--- config.mk ---
export PLATFORM = sky130hd
export DESIGN_NAME = led_lane_wavegen
export DESIGN_NICKNAME = d
export VERILOG_FILES = /design/src/rtl/led_wave_pkg.sv /design/src/rtl/led_bit_timer.sv /design/src/rtl/led_word_slot.sv /design/src/rtl/led_lane_driver.sv /design/src/rtl/led_frame_ctrl.sv /design/src/rtl/led_lane_wavegen.sv
export SDC_FILE = /design/constraint.sdc
export NUM_CORES = 1
export LEC_CHECK = 0
export ABC_AREA = 1
export CORE_MARGIN = 5
export CORE_UTILIZATION = 55
export DETAILED_ROUTE_END_ITERATION = 8
export GPL_TIMING_DRIVEN = 1
export PLACE_DENSITY_LB_ADDON = 0.08
export SYNTH_ARGS = -nofsm -noshare
export SYNTH_HDL_FRONTEND = slang
export SYNTH_SLANG_ARGS = --single-unit
--- constraint.sdc ---
create_clock -name clk -period 2.6 [get_ports clk]
set_input_delay 0.52 -clock clk [delete_from_list [all_inputs] [get_ports clk]]
set_output_delay 0.52 -clock clk [all_outputs]
set_load 0.05 [all_outputs]
--- src/rtl/led_wave_pkg.sv ---
package led_wave_pkg;
  typedef enum logic [2:0] {
    ST_IDLE,
    ST_LEAD,
    ST_DATA,
    ST_TRAIL,
    ST_GAP
  } frame_st_t;
endpackage

--- src/rtl/led_bit_timer.sv ---
// Shared tick counter for all lanes; produces the two phase windows.
module led_bit_timer #(
  parameter int PERIOD_TICKS = 60,
  parameter int ZERO_FALL    = 20,
  parameter int ONE_FALL     = 40
) (
  input  logic clk,
  input  logic rst_n,
  input  logic run,
  output logic last_tick,
  output logic hi_all,
  output logic hi_one
);
  localparam int PW = $clog2(PERIOD_TICKS);
  localparam logic [PW-1:0] LAST_T = PW'(PERIOD_TICKS - 1);
  localparam logic [PW-1:0] ZF_T   = PW'(ZERO_FALL);
  localparam logic [PW-1:0] OF_T   = PW'(ONE_FALL);

  logic [PW-1:0] tick_q;

  always_ff @(posedge clk) begin
    if (!rst_n)                tick_q <= '0;
    else if (!run || last_tick) tick_q <= '0;
    else                       tick_q <= tick_q + 1'b1;
  end

  assign last_tick = run && (tick_q == LAST_T);
  assign hi_all    = tick_q < ZF_T;
  assign hi_one    = tick_q < OF_T;
endmodule

--- src/rtl/led_word_slot.sv ---
// One-entry holding slot on the valid/ready word stream.
module led_word_slot #(
  parameter int W = 16
) (
  input  logic         clk,
  input  logic         rst_n,
  input  logic         allow,
  input  logic         in_valid,
  output logic         in_ready,
  input  logic [W-1:0] in_data,
  input  logic         take,
  input  logic         flush,
  output logic         full,
  output logic [W-1:0] data
);
  logic         full_q;
  logic [W-1:0] data_q;

  assign in_ready = allow && !full_q;

  always_ff @(posedge clk) begin
    if (!rst_n) begin
      full_q <= 1'b0;
      data_q <= '0;
    end else if (flush || take) begin
      full_q <= 1'b0;
    end else if (in_valid && in_ready) begin
      full_q <= 1'b1;
      data_q <= in_data;
    end
  end

  assign full = full_q;
  assign data = data_q;
endmodule

--- src/rtl/led_lane_driver.sv ---
// Per-lane current bit and registered line output.
module led_lane_driver #(
  parameter int LANES = 16
) (
  input  logic             clk,
  input  logic             rst_n,
  input  logic             load,
  input  logic [LANES-1:0] load_word,
  input  logic             in_data,
  input  logic [LANES-1:0] mask,
  input  logic             hi_all,
  input  logic             hi_one,
  output logic [LANES-1:0] lane_out
);
  for (genvar i = 0; i < LANES; i++) begin : g_lane
    logic bit_q;
    logic out_q;
    always_ff @(posedge clk) begin
      if (!rst_n) begin
        bit_q <= 1'b0;
        out_q <= 1'b0;
      end else begin
        if (load) bit_q <= load_word[i];
        out_q <= in_data && mask[i] && (hi_all || (hi_one && bit_q));
      end
    end
    assign lane_out[i] = out_q;
  end
endmodule

--- src/rtl/led_frame_ctrl.sv ---
// Frame sequencing: pads, data periods, latch gap, held start.
module led_frame_ctrl
  import led_wave_pkg::*;
#(
  parameter int CW        = 12,
  parameter int GAP_TICKS = 2400
) (
  input  logic          clk,
  input  logic          rst_n,
  input  logic          start,
  input  logic [CW-1:0] word_count,
  input  logic          last_tick,
  input  logic          slot_full,
  input  logic          word_hs,
  output frame_st_t     state,
  output logic          accept,
  output logic          load,
  output logic          flush,
  output logic          fetch_open,
  output logic          busy,
  output logic          done,
  output logic          underrun
);
  localparam int GW = $clog2(GAP_TICKS);
  localparam logic [GW-1:0] GAP_LAST = GW'(GAP_TICKS - 1);

  frame_st_t     st_q, st_d;
  logic [CW-1:0] cnt_q, left_q, fetched_q;
  logic [GW-1:0] gap_q;
  logic          pend_q, done_q, under_q;
  logic          gap_last;

  assign gap_last = (st_q == ST_GAP) && (gap_q == GAP_LAST);
  assign accept   = ((st_q == ST_IDLE) && start) ||
                    (gap_last && (pend_q || start));
  assign load     = last_tick && (((st_q == ST_LEAD) && (cnt_q != '0)) ||
                                  ((st_q == ST_DATA) && (left_q > CW'(1))));
  assign flush    = last_tick && (((st_q == ST_LEAD) && (cnt_q == '0)) ||
                                  ((st_q == ST_DATA) && (left_q == CW'(1))));
  assign busy     = (st_q == ST_LEAD) || (st_q == ST_DATA) || (st_q == ST_TRAIL);
  assign fetch_open = ((st_q == ST_LEAD) || (st_q == ST_DATA)) && (fetched_q < cnt_q);

  always_comb begin
    st_d = st_q;
    case (st_q)
      ST_IDLE:  if (accept) st_d = ST_LEAD;
      ST_LEAD:  if (last_tick) st_d = (cnt_q == '0) ? ST_TRAIL : ST_DATA;
      ST_DATA:  if (flush) st_d = ST_TRAIL;
      ST_TRAIL: if (last_tick) st_d = ST_GAP;
      ST_GAP:   if (gap_last) st_d = accept ? ST_LEAD : ST_IDLE;
      default:  st_d = ST_IDLE;
    endcase
  end

  always_ff @(posedge clk) begin
    if (!rst_n) begin
      st_q      <= ST_IDLE;
      cnt_q     <= '0;
      left_q    <= '0;
      fetched_q <= '0;
      gap_q     <= '0;
      pend_q    <= 1'b0;
      done_q    <= 1'b0;
      under_q   <= 1'b0;
    end else begin
      st_q    <= st_d;
      done_q  <= (st_q == ST_TRAIL) && last_tick;
      under_q <= load && !slot_full;

      if (accept) begin
        cnt_q  <= word_count;
        left_q <= word_count;
      end else if ((st_q == ST_DATA) && last_tick) begin
        left_q <= left_q - 1'b1;
      end

      if (accept)       fetched_q <= '0;
      else if (word_hs) fetched_q <= fetched_q + 1'b1;

      if (st_q == ST_GAP) gap_q <= gap_q + 1'b1;
      else                gap_q <= '0;

      if (accept)                        pend_q <= 1'b0;
      else if (start && st_q != ST_IDLE) pend_q <= 1'b1;
    end
  end

  assign state    = st_q;
  assign done     = done_q;
  assign underrun = under_q;
endmodule

--- src/rtl/led_lane_wavegen.sv ---
module led_lane_wavegen
  import led_wave_pkg::*;
#(
  parameter int LANES        = 16,
  parameter int PERIOD_TICKS = 60,
  parameter int ZERO_FALL    = 20,
  parameter int ONE_FALL     = 40,
  parameter int GAP_TICKS    = 2400,
  parameter int CW           = 12
) (
  input  logic             clk,
  input  logic             rst_n,
  input  logic             start,
  input  logic [LANES-1:0] lane_en,
  input  logic [CW-1:0]    word_count,
  input  logic             wd_valid,
  output logic             wd_ready,
  input  logic [LANES-1:0] wd_data,
  output logic [LANES-1:0] lane_out,
  output logic             busy,
  output logic             done,
  output logic             underrun
);
  frame_st_t        state;
  logic             accept, load, flush, fetch_open;
  logic             last_tick, hi_all, hi_one;
  logic             slot_full;
  logic [LANES-1:0] slot_data;
  logic [LANES-1:0] lane_mask_q;

  always_ff @(posedge clk) begin
    if (!rst_n)      lane_mask_q <= '0;
    else if (accept) lane_mask_q <= lane_en;
  end

  led_bit_timer #(
    .PERIOD_TICKS(PERIOD_TICKS), .ZERO_FALL(ZERO_FALL), .ONE_FALL(ONE_FALL)
  ) u_timer (
    .clk(clk), .rst_n(rst_n), .run(busy),
    .last_tick(last_tick), .hi_all(hi_all), .hi_one(hi_one)
  );

  led_frame_ctrl #(.CW(CW), .GAP_TICKS(GAP_TICKS)) u_ctrl (
    .clk(clk), .rst_n(rst_n), .start(start), .word_count(word_count),
    .last_tick(last_tick), .slot_full(slot_full),
    .word_hs(wd_valid && wd_ready),
    .state(state), .accept(accept), .load(load), .flush(flush),
    .fetch_open(fetch_open), .busy(busy), .done(done), .underrun(underrun)
  );

  led_word_slot #(.W(LANES)) u_slot (
    .clk(clk), .rst_n(rst_n), .allow(fetch_open),
    .in_valid(wd_valid), .in_ready(wd_ready), .in_data(wd_data),
    .take(load && slot_full), .flush(flush),
    .full(slot_full), .data(slot_data)
  );

  led_lane_driver #(.LANES(LANES)) u_drv (
    .clk(clk), .rst_n(rst_n), .load(load),
    .load_word(slot_full ? slot_data : '0),
    .in_data(state == ST_DATA), .mask(lane_mask_q),
    .hi_all(hi_all), .hi_one(hi_one), .lane_out(lane_out)
  );
endmodule

==> impl_metrics.env <==
export IMPL_status="complete, no violations"
export IMPL_slew_violations=0
export IMPL_crit_required_ns=2.08
export IMPL_drc_errors=0
export IMPL_cts_sinks=125
export IMPL_grtUsageMet2_pct=33.9
export IMPL_io_buffers=67
export IMPL_clk_latency_ns=0.52
export IMPL_drive_gt1_share_pct=8.50
export IMPL_fmax_mhz=400
export IMPL_path_buf_inv=2
export IMPL_fin_worst_skew_ns=0.0161
export IMPL_postSynthAreaPerCell_sq_um=7.37
export IMPL_ir_drop_mv=0.475
export IMPL_p_per_area_mw_per_mm2=784
export IMPL_synth_area_leaders="dfxtp_1 44%, nand2_1 10%, a21oi_1 6.9%"
export IMPL_cts_root_buf="clkbuf_8"
export IMPL_fin_crit_ns=2.50
export IMPL_power_net_switching_uw=1600
export IMPL_p_clk_share_pct=38.8
export IMPL_hold_path_class="reg -> reg"
export IMPL_ys_seq_elements=125
export IMPL_cpMaxStageDelayCell="dfxtp_1"
export IMPL_place_ws_ns=0.426
export IMPL_synth_yosys_seq_area_share_pct=44.3
export IMPL_hold_slack_ns=0.444
export IMPL_clkTransAtPathRegs_ns=0.06
export IMPL_routedWlPerCell_microns=12.9
export IMPL_cp_arrival_ns=1.98
export IMPL_synth_ff_type="dfxtp_1"
export IMPL_grt_pass1_vias=4634
export IMPL_power_uw=5400
export IMPL_globalRouteMet1Util_pct=26.9
export IMPL_fin_nets=887
export IMPL_row_count=37
export IMPL_io_pins=68
export IMPL_synth_edf_count=0
export IMPL_h_tree_depth=4
export IMPL_grt_use_met3_pct=5.65
export IMPL_netlist_area_sq_mm=0.00565
export IMPL_crit_top_cell="nand2_1"
export IMPL_numCtsBuffers=17
export IMPL_dp_cells=937
export IMPL_antenna_found_initial=0
export IMPL_synth_cells_most_frequent="152 x nand2_1, 125 x dfxtp_1, 94 x nor2_1"
export IMPL_grt_overflow=0
export IMPL_first_iter_violations=352
export IMPL_track_usage_pct=20.7
export IMPL_grt_first_pass_wirelength_microns=21400
export IMPL_syn_num_nets=830
export IMPL_grt_start_max_net_pins=39
export IMPL_grt_busiest_layer="met2"
export IMPL_async_reset_ff_share_pct=0
export IMPL_finalSetupViolCount=0
export IMPL_vias=4927
export IMPL_relSlewSlack_pct=59.4
export IMPL_sequentialPowerShare_pct=40.4
export IMPL_start_util_pct=55.5
export IMPL_finalHoldViolCount=0
export IMPL_wirelength_microns=12500
export IMPL_p_int_uw=3800
export IMPL_p_leak_uw=0.00283
export IMPL_synth_yosys_warnings=0
export IMPL_drv_cap=0
export IMPL_die_w_microns=111
export IMPL_place_gp_congestion=0.855
export IMPL_postRouteAntennaNets=0
export IMPL_path_class="reg -> out"
export IMPL_drtPass1Iterations=5
export IMPL_finalCritPeriodShare_pct=96.3
export IMPL_netlist_area_leader_share_pct=44.3
export IMPL_dieArea_sq_mm=0.0124
export IMPL_path_cells="ha_1 > nand2_1 > inv_1 > nand2_1 > nand2_1 > nand2_1 > nand2_1 > nand2_2 > and2_4 > buf_12"
export IMPL_setup_slack_ns=0.0974
export IMPL_die_h_microns=111
export IMPL_final_cells=971
export IMPL_max_stage_delay_ns=0.44
export IMPL_n_antenna_cell=0
export IMPL_yosys_area_top_type="dfxtp_1"
export IMPL_clockBufferDepth=2
export IMPL_yosys_cell_count_top_type="nand2_1"
export IMPL_yosys_cell_types_count=37
export IMPL_crit_family="simple AND/OR/NAND/NOR gates"
export IMPL_syn_inst=766
export IMPL_power_frac_comb_pct=20.8
export IMPL_end_kind="primary output"
export IMPL_cts_tree="done"
export IMPL_core_area_sq_mm=0.0102
export IMPL_crit_path_start_kind="register"
export IMPL_path_max_fanout=6
export IMPL_switching_share_pct=29.7
export IMPL_ctsHoldBuffers=0
export IMPL_placed_area_sq_mm=0.00630
export IMPL_syn_to_final_growth_pct=22.0
export IMPL_finish_instance_area_sq_mm=0.00689
export IMPL_worstMarginPinSlew_ns=0.607
export IMPL_detail_route_vias_per_cell=5.07
export IMPL_dpl_hpwl_microns=8890
[timing repair]
item,in CTS,in global routing
endpoints found under the setup margin,2,1
gates resized for setup,2,9
pin swaps,1,7
setup buffers,0,3
[per-layer routing]
layer / share of wire (%) / vias up
met3: 5.8 / 14
li1: - / 2552
met4: 1.2 / 0
met1: 46 / 2219
met5: 0 / -
met2: 47 / 142
[per-stage QoR]
step                   TNS, ns  utilization (%)
floorplan                    0                -
global placement             0             61.8
detailed placement           0             61.8
CTS                 -0.0000231             67.0
global route           -0.0194             67.7
finish                       0             67.7
[tightest hold or removal path, cell delays in order (launching register included)]
cell	delay, ns
dfxtp_1	0.30
inv_1	0.06
nor3_1	0.05
[final cells by class]
class,instances,area (sq um)
clock buffers,19,432
multi-input cells,503,2540
well taps,136,170
repair buffers,81,785
flip-flops and latches,125,2510
clock inverters,12,97.6
fillers,866,3290
inverters,95,357
[kinds of logic after synthesis]
group / Yosys count / share of synthesized area [%]
compound gates: 134 / 12.3
simple gates: 332 / 25.2
xor+xnor: 21 / 3.26
fa+ha+maj: 16 / 3.54
buf+inv: 138 / 11.3
flops: 125 / 44.3
[cells in the final DEF, fill, tap and decap left out, types with 2 or more instances in the layout]
| master | n |
|---|---|
| a21oi_1 | 77 |
| and3_1 | 2 |
| buf_4 | 14 |
| clkbuf_16 | 16 |
| clkbuf_8 | 2 |
| clkdlybuf4s50_1 | 65 |
| clkinv_2 | 7 |
| clkinvlp_4 | 2 |
| dfxtp_1 | 121 |
| dfxtp_2 | 4 |
| ha_1 | 14 |
| ha_4 | 2 |
| inv_1 | 90 |
| inv_2 | 4 |
| nand2_1 | 151 |
| nand2_2 | 4 |
| nand3_1 | 37 |
| nand3_2 | 2 |
| nand3b_1 | 4 |
| nand4_1 | 4 |
| nor2_1 | 94 |
| nor2_2 | 3 |
| nor3_1 | 24 |
| o211ai_1 | 2 |
| o21ai_0 | 38 |
| o21ai_1 | 3 |
| o22ai_1 | 10 |
| xnor2_1 | 10 |
| xor2_1 | 11 |
[worst paths after layout]
check / endpoint / cells past startpoint / slack [ns] / from
max reg2reg: u_slot.data[11]$_SDFFE_PN0P_ / 13 / 0.36 / u_ctrl.fetched_q[11]$_SDFFE_PP0P_
min: u_drv.g_lane[11].out_q$_SDFF_PN0_ / 2 / 0.44 / lane_mask_q[11]$_SDFFE_PN0P_
max: wd_ready / 10 / 0.1 / u_ctrl.fetched_q[3]$_SDFFE_PP0P_
min reg2reg: u_drv.g_lane[11].out_q$_SDFF_PN0_ / 2 / 0.44 / lane_mask_q[11]$_SDFFE_PN0P_
[power groups by stage]
stage	Sequential [uW]	Clock (uW)	Combinational, uW
global route	2200	2230	1280
finish	2180	2090	1130
global placement	2210	0	1050
floorplan	2190	0	825
detailed placement	2220	0	1080
CTS	2180	2130	1090
[flip-flops by register name, indices dropped and copies added (netlist names), 3 cells and up]
name and count:
lane_mask_q 16, u_drv.g_lane.bit_q 16, u_drv.g_lane.out_q 16, u_slot.data 16, u_ctrl.cnt_q 12, u_ctrl.fetched_q 12
u_ctrl.gap_q 12, u_ctrl.left_q 12, u_timer.tick_q 6, u_ctrl.state 3
Note: power is estimated with default switching activity, not from simulation.
